File: src/rtl/lvs_pkg.sv
package lvs_pkg;

  // How the victim of a request was decided.
  typedef enum logic [1:0] {
    SEL_LOCK   = 2'd0,
    SEL_FREE   = 2'd1,
    SEL_CYCLIC = 2'd2,
    SEL_NONE   = 2'd3
  } sel_kind_e;

endpackage

File: src/rtl/lvs_ptr_store.sv
// Per-index round-robin pointer storage. The pointer array has no reset,
// so it can map to distributed RAM; a per-index "touched" flag (with reset)
// makes an untouched index read as pointer 0.
module lvs_ptr_store #(
  parameter int SETS = 64,
  parameter int PW   = 2,
  localparam int IW  = $clog2(SETS)
) (
  input  logic          clk,
  input  logic          rst,
  input  logic [IW-1:0] rd_idx,
  output logic [PW-1:0] rd_ptr,
  input  logic          wr_en,
  input  logic [IW-1:0] wr_idx,
  input  logic [PW-1:0] wr_ptr
);

  logic [PW-1:0] mem [SETS];
  logic [SETS-1:0] touched;

  always_ff @(posedge clk) begin
    if (wr_en) begin
      mem[wr_idx] <= wr_ptr;
    end
  end

  always_ff @(posedge clk) begin
    if (rst) begin
      touched <= '0;
    end else if (wr_en) begin
      touched[wr_idx] <= 1'b1;
    end
  end

  assign rd_ptr = touched[rd_idx] ? mem[rd_idx] : '0;

endmodule

File: src/rtl/lvs_first_avail.sv
// Lowest-numbered set bit finder.
module lvs_first_avail #(
  parameter int N  = 4,
  localparam int W = $clog2(N)
) (
  input  logic [N-1:0] avail,
  output logic         found,
  output logic [W-1:0] idx
);

  always_comb begin
    found = 1'b0;
    idx   = '0;
    for (int k = N - 1; k >= 0; k--) begin
      if (avail[k]) begin
        found = 1'b1;
        idx   = W'(k);
      end
    end
  end

endmodule

File: src/rtl/lvs_cyclic_pick.sv
// First available way at or after a start position, with wraparound.
// N must be a power of two.
module lvs_cyclic_pick #(
  parameter int N  = 4,
  localparam int W = $clog2(N)
) (
  input  logic [W-1:0] start,
  input  logic [N-1:0] avail,
  output logic         found,
  output logic [W-1:0] idx
);

  logic [N-1:0] rot;
  logic [W-1:0] off;

  // rot[k] is the availability of way (start + k) mod N
  for (genvar k = 0; k < N; k++) begin : g_rot
    logic [W-1:0] src;
    assign src    = start + W'(k);
    assign rot[k] = avail[src];
  end

  lvs_first_avail #(.N(N)) u_first (
    .avail (rot),
    .found (found),
    .idx   (off)
  );

  assign idx = start + off;

  // a returned way must really be available
  always_comb begin
    if (found) begin
      a_pick_avail_r7: assert (avail[idx])
        else $error("cyclic pick returned an unavailable way");
    end
  end

endmodule

File: src/rtl/lockable_victim_sel.sv
module lockable_victim_sel #(
  parameter int WAYS       = 4,
  parameter int SETS       = 64,
  parameter int LOCK_WAY_A = 0,
  parameter int LOCK_WAY_B = 1,
  localparam int WW        = $clog2(WAYS),
  localparam int IW        = $clog2(SETS)
) (
  input  logic            clk,
  input  logic            rst,
  input  logic            req_valid,
  input  logic [IW-1:0]   req_index,
  input  logic [WAYS-1:0] way_valid,
  input  logic [WAYS-1:0] way_lock,
  input  logic            lock_en,
  input  logic            lock_sel,
  input  logic            fill_qual,
  output logic            rsp_valid,
  output logic [WW-1:0]   rsp_way,
  output logic            rsp_lock_wr,
  output logic            rsp_nocache
);

  import lvs_pkg::*;

  localparam logic [WW-1:0] WAY_A = WW'(LOCK_WAY_A);
  localparam logic [WW-1:0] WAY_B = WW'(LOCK_WAY_B);

  logic [WAYS-1:0] unlocked, free_ways;
  logic            lock_act;
  logic            free_found, cyc_found;
  logic [WW-1:0]   free_idx, cyc_idx, cur_ptr;
  sel_kind_e       kind;
  logic [WW-1:0]   nxt_way;

  assign unlocked  = ~way_lock;
  assign free_ways = ~way_valid & unlocked;
  assign lock_act  = lock_en & fill_qual;

  lvs_ptr_store #(.SETS(SETS), .PW(WW)) u_ptr (
    .clk    (clk),
    .rst    (rst),
    .rd_idx (req_index),
    .rd_ptr (cur_ptr),
    .wr_en  (req_valid && (kind == SEL_CYCLIC)),
    .wr_idx (req_index),
    .wr_ptr (cyc_idx + WW'(1))
  );

  lvs_first_avail #(.N(WAYS)) u_free (
    .avail (free_ways),
    .found (free_found),
    .idx   (free_idx)
  );

  lvs_cyclic_pick #(.N(WAYS)) u_cyc (
    .start (cur_ptr),
    .avail (unlocked),
    .found (cyc_found),
    .idx   (cyc_idx)
  );

  always_comb begin
    if (lock_act) begin
      kind    = SEL_LOCK;
      nxt_way = lock_sel ? WAY_B : WAY_A;
    end else if (free_found) begin
      kind    = SEL_FREE;
      nxt_way = free_idx;
    end else if (cyc_found) begin
      kind    = SEL_CYCLIC;
      nxt_way = cyc_idx;
    end else begin
      kind    = SEL_NONE;
      nxt_way = '0;
    end
  end

  always_ff @(posedge clk) begin
    if (rst) begin
      rsp_valid   <= 1'b0;
      rsp_way     <= '0;
      rsp_lock_wr <= 1'b0;
      rsp_nocache <= 1'b0;
    end else begin
      rsp_valid <= req_valid;
      if (req_valid) begin
        rsp_way     <= nxt_way;
        rsp_lock_wr <= (kind == SEL_LOCK);
        rsp_nocache <= (kind == SEL_NONE);
      end
    end
  end

  // ---------------- assertions ----------------
  logic [WAYS-1:0] chk_lock_q;
  always_ff @(posedge clk) begin
    chk_lock_q <= way_lock;
  end

  p_resp_follows_r2: assert property (@(posedge clk) disable iff (rst)
    req_valid |=> rsp_valid);

  p_no_spurious_r2: assert property (@(posedge clk) disable iff (rst)
    !req_valid |=> !rsp_valid);

  p_lock_fill_way_r3: assert property (@(posedge clk) disable iff (rst)
    (req_valid && lock_en && fill_qual) |=>
      (rsp_lock_wr && !rsp_nocache && rsp_way == ($past(lock_sel) ? WAY_B : WAY_A)));

  p_no_lock_bit_r4: assert property (@(posedge clk) disable iff (rst)
    (req_valid && !(lock_en && fill_qual)) |=> !rsp_lock_wr);

  p_skip_locked_r7: assert property (@(posedge clk) disable iff (rst)
    (req_valid && !(lock_en && fill_qual)) |=> (rsp_nocache || !chk_lock_q[rsp_way]));

  p_all_locked_r8: assert property (@(posedge clk) disable iff (rst)
    (req_valid && !(lock_en && fill_qual) && (&way_lock)) |=>
      (rsp_nocache && !rsp_lock_wr && rsp_way == '0));

endmodule

File: config.mk
export PLATFORM = sky130hd
export DESIGN_NAME = lockable_victim_sel
export DESIGN_NICKNAME = d
export VERILOG_FILES = /design/src/rtl/lvs_pkg.sv /design/src/rtl/lvs_ptr_store.sv /design/src/rtl/lvs_first_avail.sv /design/src/rtl/lvs_cyclic_pick.sv /design/src/rtl/lockable_victim_sel.sv
export SDC_FILE = /design/constraint.sdc
export NUM_CORES = 1
export LEC_CHECK = 0
export BUFFER_PORTS_ARGS = -buffer_cell sky130_fd_sc_hd__buf_2
export CORE_MARGIN = 3
export CORE_UTILIZATION = 56
export DETAILED_ROUTE_END_ITERATION = 8
export GPL_TIMING_DRIVEN = 0
export PLACE_DENSITY_LB_ADDON = 0.1
export SYNTH_ARGS = -nofsm -noshare
export SYNTH_HDL_FRONTEND = slang
export SYNTH_SLANG_ARGS = --single-unit
File: constraint.sdc
create_clock -name clk -period 6.2 [get_ports clk]
set_clock_uncertainty 0.15 [all_clocks]
set_input_delay 1.24 -clock clk [delete_from_list [all_inputs] [get_ports clk]]
set_output_delay 1.24 -clock clk [all_outputs]
set_load 0.05 [all_outputs]
==> impl_metrics.json <==
{
  "critPathMaxFanout": 40,
  "max-vdd-ir-drop_v": 0.000226,
  "synth_fp_nets": 693,
  "synth_commonest_cells": "sky130_fd_sc_hd__nor2_1 (182), sky130_fd_sc_hd__edfxtp_1 (128), sky130_fd_sc_hd__dfxtp_1 (69)",
  "critical_path_launch_point": "req_index[1]",
  "first_pass_grt_wire_length_mm": 35.2,
  "reg2reg_slack_ps": 1490,
  "largest_net_degree_at_the_start_of_global_routing": 41,
  "via_count_of_the_first_global_routing_pass": 5866,
  "tritoncts": "yes",
  "synth_async_sr_flop_share": 0,
  "cts_buffer_depth": 2,
  "worstPathArrival_ps": 6020,
  "n_antenna_cell": 0,
  "dr_total_vias": 5997,
  "clock_period_minus_final_worst_setup_slack_ps": 5910,
  "maxSlewHeadroom": 0.414,
  "timing.rr.start": "u_ptr.mem[35][1]",
  "insertion_delay_ps": 440,
  "worst-setup-path-type": "in -> reg",
  "floorplan.rows": 43,
  "gpl.final_weighted_congestion": 0.924,
  "number_of_register_bits_inferred_by_synthesis": 197,
  "synthesis.yosys.warnings": 0,
  "drcViolationCount": 0,
  "core_um2": 14100,
  "final_max_slew_viol_count": 0,
  "hp-class": "reg -> reg",
  "power_leakage_nw": 3.21,
  "number_of_cells_on_the_worst_hold_path": 2,
  "ys_top_cells_by_area": "sky130_fd_sc_hd__edfxtp_1 (47%), sky130_fd_sc_hd__dfxtp_1 (17%), sky130_fd_sc_hd__nor2_1 (8.3%)",
  "placement.io_buffers": 20,
  "floorplan.die.width_um": 127,
  "ys_seq_area_frac": 0.634,
  "ant_nets_after_route": 0,
  "post_synth_instance_area_um2": 8240,
  "detailedRoute.firstPassIterationCount": 5,
  "avgViaCountPerCell": 6.59,
  "fp.dieArea_um2": 16200,
  "tritoncts.num_buffers": 17,
  "drive_gt1_frac": 0.163,
  "ff2ff_path_depth": 15,
  "synth_top_area_frac": 0.466,
  "drt_iter0_markers": 899,
  "post-place-ws_ps": -194,
  "worst_tran_pin_value_ps": 879,
  "clkSlewWorstSetupHoldPaths_ps": 70,
  "grtUsageTotal": 0.297,
  "endpoint": "u_ptr.mem[11][1]",
  "number_of_antenna_violations_at_the_first_check_in_global_routing": 1,
  "final-setup-viol-count": 0,
  "die_height_um": 127,
  "worstSetupEndpointType": "flip-flop",
  "final-hold-violation-count": 0,
  "worst-endpoint-required_ps": 6320,
  "avgRoutedWirePerCell_um": 25.7,
  "num_io_pins": 25,
  "synth_flop_type": "sky130_fd_sc_hd__edfxtp_1",
  "critPathLaunchType": "input port",
  "synth.most_common_cell": "sky130_fd_sc_hd__nor2_1",
  "final_net_count": 738,
  "finalWirelength_mm": 23.4,
  "drv.max_cap_violation_count": 0,
  "dp.final_hpwl_mm": 15.4,
  "power_density_cells_nw_per_um2": 326,
  "post-route-worst-setup-slack_ps": 294,
  "synth_largest_area_cell": "sky130_fd_sc_hd__edfxtp_1",
  "global_route.overflow_total": 0,
  "synth_cells": 672,
  "fin_crit_sh": 0.953,
  "fmax_mhz": 169,
  "rsz0062_at_grt": "no",
  "p_r_area_growth_vs_syn_pct": 12.9,
  "synth_edf_count": 128,
  "synth_area_per_cell_um2": 12.3,
  "clock_sink_count": 197,
  "run_status": "completed",
  "clockRootBuffer": "sky130_fd_sc_hd__clkbuf_16",
  "synth_cell_type_count": 68,
  "holdWs_ps": 310,
  "fin_total_pwr_mw": 3.04,
  "crit-reg2reg-capture": "u_ptr.mem[11][1]",
  "clock_tree.htree_level_count": 4,
  "initial_core_utilization": 0.583,
  "finalSetupTns_ps": 0
}
registers in the layout, summed over array words and instances (netlist names):
name,count
rsp_nocache,1
rsp_valid,1
u_ptr.mem,128
u_ptr.touched,64
rsp_way,2
rsp_lock_wr,1
metal layers:
| layer | up-vias | part of all wire | wire length, um | global-route usage |
|---|---|---|---|---|
| li1 | 2596 | - | - | - |
| met1 | 2944 | 0.39 | 9130 | 0.405 |
| met2 | 383 | 0.47 | 11000 | 0.457 |
| met3 | 72 | 0.10 | 2410 | 0.0798 |
| met4 | 2 | 0.036 | 851 | 0.115 |
| met5 | - | 0.00056 | 13 | 0 |
worst min-delay path by stage:
stage                      startpoint                end  slack, ps
floorplan           u_ptr.touched[29]  u_ptr.touched[29]        280
global placement    u_ptr.touched[11]  u_ptr.touched[11]        300
detailed placement  u_ptr.touched[56]  u_ptr.touched[56]        300
CTS                 u_ptr.touched[56]  u_ptr.touched[56]        320
global route        u_ptr.touched[14]  u_ptr.touched[14]        340
finish              u_ptr.touched[56]  u_ptr.touched[56]        310
report_power, final:
part | switching [mW] | internal (mW) | leakage, nW
combinational | 0.250 | 0.104 | 1.20
sequential | 0.00158 | 1.50 | 1.71
clock | 0.495 | 0.692 | 0.309
total | 0.746 | 2.29 | 3.21
placed cells by master, fill, tap and decap left out, types with 5 or more instances in the layout:
cell type                   synthesis  layout
sky130_fd_sc_hd__nand3_1            9       9
sky130_fd_sc_hd__a21oi_1            6       6
sky130_fd_sc_hd__mux2i_1           22      22
sky130_fd_sc_hd__a221o_1           11      11
sky130_fd_sc_hd__o22ai_1            8       8
sky130_fd_sc_hd__o21ai_0            7       7
sky130_fd_sc_hd__clkbuf_16          0      17
sky130_fd_sc_hd__nor2_1           182     182
sky130_fd_sc_hd__mux2_2             8       8
sky130_fd_sc_hd__mux2_1             6       6
sky130_fd_sc_hd__buf_4              3       6
sky130_fd_sc_hd__a22oi_1           11      11
sky130_fd_sc_hd__buf_2              9      29
sky130_fd_sc_hd__nand2b_1           5       5
sky130_fd_sc_hd__buf_6              5       5
sky130_fd_sc_hd__nand2_1           24      24
sky130_fd_sc_hd__mux4_2            11      11
sky130_fd_sc_hd__nor2b_1            8       8
sky130_fd_sc_hd__a22o_1             7       7
sky130_fd_sc_hd__a221oi_1          24      24
sky130_fd_sc_hd__dfxtp_1           69      69
sky130_fd_sc_hd__and3_1             5       5
sky130_fd_sc_hd__clkbuf_1          19      19
sky130_fd_sc_hd__o21ba_2           11      11
sky130_fd_sc_hd__edfxtp_1         128     128
metrics by stage:
step | cell area, um^2 | util | instances
2_1_floorplan | 8250 | - | 672
3_3_place_gp | 8580 | 0.606 | 872
3_5_place_dp | 8630 | 0.610 | 874
4_1_cts | 9260 | 0.655 | 906
5_1_grt | 9310 | 0.658 | 910
6_report | 9310 | 0.658 | 910
repair_timing:
action,4_1_cts,5_1_grt
setup buffers,0,3
setup endpoints to repair,0,40
hold buffers,0,0
gates resized for setup,0,1
critical path, stage by stage:
cell and delay (ps):
sky130_fd_sc_hd__buf_2 80, sky130_fd_sc_hd__buf_2 290, sky130_fd_sc_hd__buf_2 370, sky130_fd_sc_hd__clkbuf_1 560, sky130_fd_sc_hd__nand3_1 150, sky130_fd_sc_hd__a21oi_1 200
sky130_fd_sc_hd__a211o_1 140, sky130_fd_sc_hd__and3_1 240, sky130_fd_sc_hd__nor3_1 90, sky130_fd_sc_hd__nor2_1 350, sky130_fd_sc_hd__mux2i_1 340, sky130_fd_sc_hd__mux2i_1 120
sky130_fd_sc_hd__a221o_1 360, sky130_fd_sc_hd__ha_1 200, sky130_fd_sc_hd__inv_1 70, sky130_fd_sc_hd__or4b_1 130, sky130_fd_sc_hd__o211ai_1 100, sky130_fd_sc_hd__buf_4 190
sky130_fd_sc_hd__xnor2_4 470, sky130_fd_sc_hd__buf_12 280
area by class of cell:
class                           instances  area (um^2)
Fill cell                            1063         4840
Sequential cell                       197         5230
Timing Repair Buffer                   25          163
Buffer                                 40          216
Inverter                                7         26.3
Clock buffer                           18          439
Tap cell                              180          225
Multi-Input combinational cell        429         2820
Clock inverter                         14          196
kinds of logic after synthesis:
logic type,share of synthesized area
muxes,0.0777
adders and majority gates,0.00152
and+or+nand+nor,0.142
DFF,0.634
AOI/OAI and AO/OA,0.115
buffers and inverters,0.0287
xor gates and xnor gates,0.00106
No activity file was read; power rests on OpenSTA's default activity.
